### src/rtl/mpu_pkg.sv
package mpu_pkg;
  parameter int unsigned ADDR_W = 32;

  typedef enum logic [1:0] {
    PERM_NONE = 2'd0,
    PERM_RO   = 2'd1,
    PERM_RW   = 2'd2,
    PERM_RSVD = 2'd3
  } perm_t;

  typedef enum logic [1:0] {
    SEL_BASE = 2'd0,
    SEL_SIZE = 2'd1,
    SEL_CTRL = 2'd2,
    SEL_NONE = 2'd3
  } cfg_sel_t;

  typedef struct packed {
    logic [ADDR_W-1:0] base;
    logic [ADDR_W-1:0] size;
    logic              en;
    perm_t             perm;
  } region_cfg_t;

  // Window containment with one guard bit so base+size cannot wrap.
  function automatic logic addr_in_window(input logic [ADDR_W-1:0] base,
                                          input logic [ADDR_W-1:0] size,
                                          input logic [ADDR_W-1:0] addr);
    logic [ADDR_W:0] limit;
    limit = {1'b0, base} + {1'b0, size};
    return (size != '0) && (addr >= base) && ({1'b0, addr} < limit);
  endfunction

  // Does a permission level admit this access type.
  function automatic logic perm_grants(input perm_t p, input logic is_write);
    case (p)
      PERM_RO: return !is_write;
      PERM_RW: return 1'b1;
      default: return 1'b0;
    endcase
  endfunction
endpackage

### src/rtl/mpu_cfg_regs.sv
module mpu_cfg_regs
  import mpu_pkg::*;
#(
  parameter int unsigned NREG  = 8,
  parameter int unsigned IDX_W = $clog2(NREG)
) (
  input  logic                    clk,
  input  logic                    rst_n,
  input  logic                    we,
  input  logic [IDX_W-1:0]        idx,
  input  logic [1:0]              sel,
  input  logic [ADDR_W-1:0]       wdata,
  output region_cfg_t [NREG-1:0]  regions_o
);
  for (genvar r = 0; r < NREG; r++) begin : g_reg
    logic hit_w;
    assign hit_w = we && (idx == IDX_W'(r));

    always_ff @(posedge clk or negedge rst_n) begin
      if (!rst_n) begin
        regions_o[r] <= '0;
      end else if (hit_w) begin
        case (cfg_sel_t'(sel))
          SEL_BASE: regions_o[r].base <= wdata;
          SEL_SIZE: regions_o[r].size <= wdata;
          SEL_CTRL: begin
            regions_o[r].en   <= wdata[0];
            regions_o[r].perm <= perm_t'(wdata[2:1]);
          end
          default: ;
        endcase
      end
    end
  end
endmodule

### src/rtl/mpu_region_match.sv
module mpu_region_match
  import mpu_pkg::*;
(
  input  region_cfg_t       cfg,
  input  logic [ADDR_W-1:0] addr,
  output logic              hit
);
  assign hit = cfg.en && addr_in_window(cfg.base, cfg.size, addr);
endmodule

### src/rtl/mpu_fault_latch.sv
module mpu_fault_latch
  import mpu_pkg::*;
(
  input  logic              clk,
  input  logic              rst_n,
  input  logic              deny,
  input  logic [ADDR_W-1:0] addr,
  input  logic              is_write,
  input  logic              clr,
  output logic              fault,
  output logic              rec_valid,
  output logic [ADDR_W-1:0] rec_addr,
  output logic              rec_write
);
  logic take;
  assign take = deny && (!rec_valid || clr);

  always_ff @(posedge clk or negedge rst_n) begin
    if (!rst_n) begin
      fault     <= 1'b0;
      rec_valid <= 1'b0;
      rec_addr  <= '0;
      rec_write <= 1'b0;
    end else begin
      fault <= deny;
      if (take) begin
        rec_valid <= 1'b1;
        rec_addr  <= addr;
        rec_write <= is_write;
      end else if (clr) begin
        rec_valid <= 1'b0;
      end
    end
  end
endmodule

### src/rtl/mpu_guard.sv
module mpu_guard
  import mpu_pkg::*;
#(
  parameter int unsigned NREG  = 8,
  parameter int unsigned IDX_W = $clog2(NREG)
) (
  input  logic              clk,
  input  logic              rst_n,
  input  logic              cfg_we,
  input  logic [IDX_W-1:0]  cfg_idx,
  input  logic [1:0]        cfg_sel,
  input  logic [ADDR_W-1:0] cfg_wdata,
  input  logic              req_valid,
  input  logic [ADDR_W-1:0] req_addr,
  input  logic              req_write,
  output logic              allow,
  output logic              fault,
  output logic              flt_valid,
  output logic [ADDR_W-1:0] flt_addr,
  output logic              flt_write,
  input  logic              flt_clr
);
  region_cfg_t [NREG-1:0] regions;
  logic [NREG-1:0]        hit_vec;
  logic                   win_hit;
  perm_t                  win_perm;
  logic                   deny;

  mpu_cfg_regs #(.NREG(NREG), .IDX_W(IDX_W)) u_cfg (
    .clk(clk), .rst_n(rst_n), .we(cfg_we), .idx(cfg_idx), .sel(cfg_sel),
    .wdata(cfg_wdata), .regions_o(regions)
  );

  for (genvar r = 0; r < NREG; r++) begin : g_match
    mpu_region_match u_match (
      .cfg(regions[r]), .addr(req_addr), .hit(hit_vec[r])
    );
  end

  // Ascending scan: a later (higher) index overrides earlier hits.
  always_comb begin
    win_hit  = 1'b0;
    win_perm = PERM_NONE;
    for (int r = 0; r < NREG; r++) begin
      if (hit_vec[r]) begin
        win_hit  = 1'b1;
        win_perm = regions[r].perm;
      end
    end
  end

  assign allow = req_valid && win_hit && perm_grants(win_perm, req_write);
  assign deny  = req_valid && !allow;

  mpu_fault_latch u_flt (
    .clk(clk), .rst_n(rst_n), .deny(deny), .addr(req_addr),
    .is_write(req_write), .clr(flt_clr), .fault(fault),
    .rec_valid(flt_valid), .rec_addr(flt_addr), .rec_write(flt_write)
  );
endmodule

### config.mk
export PLATFORM = sky130hd
export DESIGN_NAME = mpu_guard
export DESIGN_NICKNAME = d
export VERILOG_FILES = /design/src/rtl/mpu_pkg.sv /design/src/rtl/mpu_cfg_regs.sv /design/src/rtl/mpu_region_match.sv /design/src/rtl/mpu_fault_latch.sv /design/src/rtl/mpu_guard.sv
export SDC_FILE = /design/constraint.sdc
export NUM_CORES = 2
export LEC_CHECK = 0
export CORE_ASPECT_RATIO = 1.2
export CORE_UTILIZATION = 65
export CTS_BUF_LIST = sky130_fd_sc_hd__clkbuf_8
export DETAILED_ROUTE_END_ITERATION = 8
export PLACE_DENSITY = 0.88
export SYNTH_ARGS = -nofsm -noshare
export SYNTH_HDL_FRONTEND = slang
export SYNTH_SLANG_ARGS = --single-unit
### constraint.sdc
create_clock -name clk -period 8.4 [get_ports clk]
set_clock_uncertainty 0.1 [all_clocks]
set_input_delay 0.84 -clock clk [delete_from_list [all_inputs] [get_ports clk]]
set_output_delay 0.84 -clock clk [all_outputs]
set_load 0.01 [all_outputs]
# Word-level counts from Yosys, hierarchy flattened
# Cells that the tools add are included.
# totals
regBits,571
word_cells,165
in_bits,75
# classes
n_lt_le_gt_ge,16
n_mux,19
reduce_logical,75
eq_ne,11
add_sub_neg,8
# op_table
op,count
adder 32 x 32 -> 33 bit,8
< comparator 32 x 33 -> 1 bit,8
>= comparator 32 bit,8
nonzero test 32 bit,8
AND reduction 2 bit,24
logical AND 1 bit,36
2-to-1 mux 2 bit,8
equality test 3 bit (second input constant),4
2-to-1 mux 1 bit,10
equality test 3 x 2 -> 1 bit (second input constant),2
equality test 2 x 1 -> 1 bit (second input constant),2
equality test 2 bit (second input constant),2
equality test 3 x 1 -> 1 bit (second input constant),1
logical NOT 1 bit,3
logical NOT 3 bit,1
logical NOT 2 bit,1
one-hot mux 1 bit (2 select lines),1
nonzero test 2 bit,1
logical OR 1 bit,1

# Logic depth before layout (Yosys ltp)
# depth
word_depth,19
mapped_depth,31

# Hierarchy
# From an unflattened synthesis, not the netlist that was laid out.
# hier_totals
hier_cells,4515
hier_area_um2,46130.5
# modules_own_cells
mod,seq_area_each_um2,n_inst,area_each_um2,cells_per_inst
mpu_cfg_regs,13412.9,1,20051.7,1197
mpu_region_match at g_match[4].u_match ...,0.0,4,2974.1,385
mpu_region_match at g_match[0].u_match ...,0.0,3,3108.0,419
mpu_region_match at g_match[1].u_match,0.0,1,3140.5,413
mpu_fault_latch,875.8,1,1452.6,74
mpu_guard,0.0,1,265.3,34

# Least setup slack after synthesis
# Ideal clock, no wire load.
# synth_timing
path_type,flip-flop to output port
start,register u_cfg.regions_o[472] (netlist bit)
end,output allow
t_required_ns,7.460
stages_incl_launch_ff,27
arrival_ns,6.032
slack_ns,1.428
path_buffers,0
path_cell_list,dfrtp_1 > ha_1 > fa_1 > a211oi_1 > nor2_1 > o311a_1 > o41a_1 > o2111ai_1 > a31oi_1 > nor2_1 > o21bai_1 > a21oi_1 > mux2i_1 > a2111oi_0 > ha_1 > a211oi_1 > nand2_1 > or2_2 > a211oi_1 > o22ai_1 > a221oi_2 > nand2_1 > o21ai_0 > o21ai_0 > ha_1 > or3b_2 > nor2_1
# synth_via
elab_chain_cells,8
elab_cells_between_ends,13
# synth_lines
element,line_no,rtl
start: declaration,mpu_cfg_regs.sv:13,output region_cfg_t [NREG-1:0] regions_o
adder 32 x 32 -> 33 bit / nonzero test 32 bit (equally long branches),"mpu_pkg.sv:30, mpu_pkg.sv:31",
< comparator 32 x 33 -> 1 bit / logical AND 1 bit (equally long branches),mpu_pkg.sv:31,"return (size != '0) && (addr >= base) && ({1'b0, addr} < limit);"
logical AND 1 bit (*),mpu_pkg.sv:31,
logical AND 1 bit (*),mpu_region_match.sv:8,"assign hit = cfg.en && addr_in_window(cfg.base, cfg.size, addr);"
2-to-1 mux 2 bit,mpu_guard.sv:45,if (hit_vec[r]) begin
equality test 2 bit / equality test 2 x 1 -> 1 bit (equally long branches),mpu_pkg.sv:36,case (p)
one-hot mux 1 bit (2 select lines),mpu_pkg.sv:36,
logical AND 1 bit (*),mpu_guard.sv:52,"assign allow = req_valid && win_hit && perm_grants(win_perm, req_write);"
end: declaration,mpu_guard.sv:16,"output logic allow,"
# Every way passes the cells marked *; elsewhere a longest branch is shown, timed or not.

# Worst setup path after layout
# layout_timing
start,register u_cfg.regions_o[13] (netlist bit)
end,output allow
# layout_via
elab_chain_cells,15
elab_cells_between_ends,27
# layout_lines
element,line_no
adder 32 x 32 -> 33 bit / nonzero test 32 bit (equally long branches),"mpu_pkg.sv:30, mpu_pkg.sv:31"
< comparator 32 x 33 -> 1 bit / logical AND 1 bit (equally long branches),mpu_pkg.sv:31
logical AND 1 bit (*),mpu_pkg.sv:31
logical AND 1 bit (*),mpu_region_match.sv:8
2-to-1 mux 2 bit (8 in series),mpu_guard.sv:45
equality test 2 bit / equality test 2 x 1 -> 1 bit (equally long branches),mpu_pkg.sv:36
one-hot mux 1 bit (2 select lines),mpu_pkg.sv:36
logical AND 1 bit (*),mpu_guard.sv:52
# Marks and branches as above.

==> out/qor.json <==
{
  "synth_warnings": {"value": 0},
  "clk_path_buf_depth": {"value": 3},
  "layout-drive-gt1-share": {"value": 0.167},
  "tritoncts": {"value": "yes"},
  "utilization": {"value": 0.737},
  "antenna_left": {"value": 0},
  "hold_slack": {"value": 0.118, "unit": "ns"},
  "synthesis.area_per_instance": {"value": 9.79, "unit": "um2"},
  "p_per_area": {"value": 282, "unit": "nW/um2"},
  "total_number_of_placement_rows": {"value": 105},
  "most-common-layout-cells": {"value": "sky130_fd_sc_hd__ha_1, sky130_fd_sc_hd__dfrtp_1, sky130_fd_sc_hd__mux2_2"},
  "synth_seq_area_share": {"value": 0.314},
  "mappedNetlistNets": {"value": 5492},
  "p_leak": {"value": 24.7, "unit": "nW"},
  "mostFrequentLayoutCell": {"value": "sky130_fd_sc_hd__ha_1"},
  "required": {"value": 7.46, "unit": "ns"},
  "route.detailed.vias_per_inst": {"value": 6.59},
  "maximum_capacitance_violations": {"value": 0},
  "share_of_synthesized_flip_flops_with_an_asynchronous_set_or_reset": {"value": 1.00},
  "syn_area": {"value": 45500, "unit": "um2"},
  "max_freq": {"value": 123, "unit": "MHz"},
  "final.period_utilization": {"value": 0.969},
  "final_report_setup_violation_count": {"value": 0},
  "die-height": {"value": 292, "unit": "um"},
  "synth_cell_types": {"value": 79},
  "dr_total_vias": {"value": 38500},
  "period_minus_slack": {"value": 8.14, "unit": "ns"},
  "setup_total_negative_slack": {"value": 0, "unit": "ns"},
  "dpl.cell_count": {"value": 5641},
  "detail_route.iter0.violations": {"value": 2931},
  "status": {"value": "finished clean"},
  "io-pin-count": {"value": 111},
  "dp.final_hpwl": {"value": 99.5, "unit": "mm"},
  "h-tree-depth": {"value": 3},
  "port_buffers": {"value": 110},
  "fp.coreArea": {"value": 68800, "unit": "um2"},
  "grt_pass1_vias": {"value": 40100},
  "area_growth": {"value": 11.6, "unit": "%"},
  "detail_route.wirelength": {"value": 133, "unit": "mm"},
  "area_of_combinational_cells_with_multiple_inputs": {"value": 29900, "unit": "um2"},
  "timing.critical_path.from": {"value": "u_cfg.regions_o[13]"},
  "final_net_count": {"value": 5692},
  "drt-wirelength-per-cell": {"value": 22.8, "unit": "um"},
  "synth.ff_latch_count": {"value": 571},
  "final-seq-area": {"value": 14300, "unit": "um2"},
  "grt_pass1_wl": {"value": 207, "unit": "mm"},
  "timing.critical_path.arrival": {"value": 7.20, "unit": "ns"},
  "clock_sink_count": {"value": 571},
  "critical_path.endpoint_type": {"value": "output port"},
  "initial_util": {"value": 0.661},
  "design.die.area": {"value": 71000, "unit": "um2"},
  "clk_pin_slew": {"value": 0.07, "unit": "ns"},
  "critPathMaxFanout": {"value": 5},
  "worstSkewPairLatency": {"value": 0.73, "unit": "ns"},
  "timing_worst_slew_pin_value": {"value": 1.24, "unit": "ns"},
  "width_of_the_die": {"value": 243, "unit": "um"},
  "worst_min_path_class": {"value": "in -> async"},
  "synth_ff_type": {"value": "sky130_fd_sc_hd__dfrtp_1"},
  "cts_inserted_buffers": {"value": 97},
  "final-instance-count-excl-fill": {"value": 5839},
  "gp_routability_congestion": {"value": 0.963},
  "overflow": {"value": 0},
  "grt_start_max_net_pins": {"value": 184},
  "firstDrtPassIters": {"value": 6},
  "max_slew_margin": {"value": 0.161},
  "timing_hold_violations_final": {"value": 0},
  "antenna_found_initial": {"value": 4},
  "rr_startpoint": {"value": "u_cfg.regions_o[13]"},
  "fillerInstances": {"value": 4801},
  "drcViolationCount": {"value": 0},
  "finalMaxSlewViolations": {"value": 0},
  "critical_path_class": {"value": "reg -> out"},
  "groute.usage.overall": {"value": 0.372},
  "cts_root_buffer": {"value": "sky130_fd_sc_hd__clkbuf_8"},
  "vdd_ir_drop_max": {"value": 196, "unit": "uV"},
  "synth_enable_flop_cells": {"value": 0},
  "postCtsHoldBufs": {"value": 0},
  "critPathLaunchType": {"value": "flip-flop"},
  "synthCells": {"value": 4647}
}
-- cell type report --
cell class,count,area share
multi-input combinational,3639,0.590
sequential,571,0.282
timing repair buffer,208,0.0369
clock buffer,132,0.0358
inverter,330,0.0244
tap,909,0.0224
clock inverter,46,0.00912
antenna,4,0.000197
-- path summary, 6_finish.rpt --
kind                                        end  cells after the start  slack, ns
setup / recovery                          allow                     27       0.26
hold / removal                u_flt.rec_addr[3]                      1       0.12
setup reg to reg             u_flt.rec_addr[27]                     28       1.04
hold reg to reg            u_cfg.regions_o[269]                      1       0.40
max in group asynchronous  u_cfg.regions_o[312]                      2       6.47
min in group clk           u_cfg.regions_o[269]                      1       0.40
-- registers in the layout, indices dropped and copies added, names as in the netlist --
name / cells
u_cfg.regions_o: 536
u_flt.rec_addr: 32
u_flt.rec_write: 1
u_flt.fault: 1
u_flt.rec_valid: 1
-- logic make-up (layout without fill, tap and decap cells) --
family / Yosys count / in the layout / share of synthesized area
xor+xnor: 215 / 215 / 0.0414
buf+inv: 437 / 716 / 0.0366
flops: 571 / 571 / 0.314
mux: 448 / 448 / 0.113
compound gates: 1251 / 1251 / 0.176
other cells: 0 / 4 / 0
fa+ha+maj: 770 / 770 / 0.213
simple gates: 955 / 955 / 0.105
-- synthesized netlist by cell type, types with 9 or more instances --
cell type                   number  area share
sky130_fd_sc_hd__mux2_2        415        0.10
sky130_fd_sc_hd__a21o_1        195       0.032
sky130_fd_sc_hd__o211ai_1       28      0.0046
sky130_fd_sc_hd__nor2b_1        53      0.0073
sky130_fd_sc_hd__o22ai_1         9      0.0012
sky130_fd_sc_hd__and4_1         14      0.0027
sky130_fd_sc_hd__ha_1          762        0.21
sky130_fd_sc_hd__clkbuf_1       80      0.0066
sky130_fd_sc_hd__a21oi_1       323       0.036
sky130_fd_sc_hd__dfrtp_1       571        0.31
sky130_fd_sc_hd__or2_2          20      0.0028
sky130_fd_sc_hd__nor4_1         73       0.010
sky130_fd_sc_hd__a41oi_1         9      0.0017
sky130_fd_sc_hd__nand2b_1       56      0.0077
sky130_fd_sc_hd__o31ai_1        22      0.0036
sky130_fd_sc_hd__a211o_1        17      0.0033
sky130_fd_sc_hd__buf_1          24      0.0020
sky130_fd_sc_hd__and2_1         10      0.0014
sky130_fd_sc_hd__and3_1         20      0.0028
sky130_fd_sc_hd__o2111ai_1      12      0.0023
sky130_fd_sc_hd__mux2_4         30      0.0099
sky130_fd_sc_hd__a41o_1          9      0.0020
sky130_fd_sc_hd__nor2_1        157       0.013
sky130_fd_sc_hd__a2111oi_0      26      0.0050
sky130_fd_sc_hd__o21ai_0       332       0.037
sky130_fd_sc_hd__o21a_1         61       0.010
sky130_fd_sc_hd__xor2_1        119       0.023
sky130_fd_sc_hd__o21bai_1       40      0.0066
sky130_fd_sc_hd__a31oi_1        16      0.0022
sky130_fd_sc_hd__or3_1          16      0.0022
sky130_fd_sc_hd__nor3_1         63      0.0069
sky130_fd_sc_hd__a211oi_1       48      0.0079
sky130_fd_sc_hd__a31o_2         13      0.0025
sky130_fd_sc_hd__inv_1         330       0.027
sky130_fd_sc_hd__nand2_1       298       0.025
sky130_fd_sc_hd__nand3_1        60      0.0066
sky130_fd_sc_hd__nand4_1        90       0.012
sky130_fd_sc_hd__xnor2_1        96       0.018
-- per-stage QoR --
step | total power [mW] | area [um2] | worst slack, ns
2_1_floorplan | 8.97 | 45500 | 1.43
3_3_place_gp | 10.6 | 48000 | 0.323
3_5_place_dp | 11.0 | 48000 | 0.111
4_1_cts | 14.1 | 50500 | 0.0311
5_1_grt | 15.3 | 50700 | -0.0310
6_report | 14.3 | 50700 | 0.262
-- timing repair --
| action | 4_1_cts | 5_1_grt |
|---|---|---|
| gates resized for setup | 49 | 55 |
| pin swaps | 15 | 30 |
| setup endpoints to repair | 1 | 1 |
| setup buffers | 8 | 8 |
-- per-layer routing --
layer	vias to the layer above	wire length, um	track usage
li1	17600	-	-
met1	18700	49400	0.413
met2	1559	64100	0.636
met3	600	9230	0.0639
met4	2	10600	0.283
met5	-	19	0
-- report_power, final --
| group | leakage, nW | internal [mW] | switching [mW] |
|---|---|---|---|
| clock | 1.25 | 1.70 | 1.22 |
| combinational | 16.4 | 3.39 | 4.14 |
| sequential | 7.07 | 3.34 | 0.507 |
-- critical path, stage by stage (launching register included) --
cell and delay, ns:
sky130_fd_sc_hd__dfrtp_1 0.39, sky130_fd_sc_hd__ha_1 0.38, sky130_fd_sc_hd__a21o_1 0.24, sky130_fd_sc_hd__a21o_1 0.19, sky130_fd_sc_hd__a21o_1 0.20, sky130_fd_sc_hd__a311oi_2 0.33
sky130_fd_sc_hd__nor3b_2 0.26, sky130_fd_sc_hd__a2111oi_0 0.17, sky130_fd_sc_hd__buf_4 0.18, sky130_fd_sc_hd__o311a_1 0.34, sky130_fd_sc_hd__o21a_1 0.18, sky130_fd_sc_hd__o21ai_0 0.21
sky130_fd_sc_hd__mux2i_1 0.12, sky130_fd_sc_hd__a2111oi_1 0.48, sky130_fd_sc_hd__ha_1 0.32, sky130_fd_sc_hd__o21ai_0 0.18, sky130_fd_sc_hd__nand2b_1 0.07, sky130_fd_sc_hd__a21oi_1 0.15
sky130_fd_sc_hd__nor3_1 0.09, sky130_fd_sc_hd__nand3_1 0.17, sky130_fd_sc_hd__nand4b_1 0.12, sky130_fd_sc_hd__a311o_1 0.39, sky130_fd_sc_hd__a211oi_2 0.22, sky130_fd_sc_hd__o21ai_1 0.10
sky130_fd_sc_hd__ha_1 0.30, sky130_fd_sc_hd__or3b_4 0.46, sky130_fd_sc_hd__nor2_1 0.11, sky130_fd_sc_hd__clkbuf_2 0.14
Power figures use the tool's default switching activity.
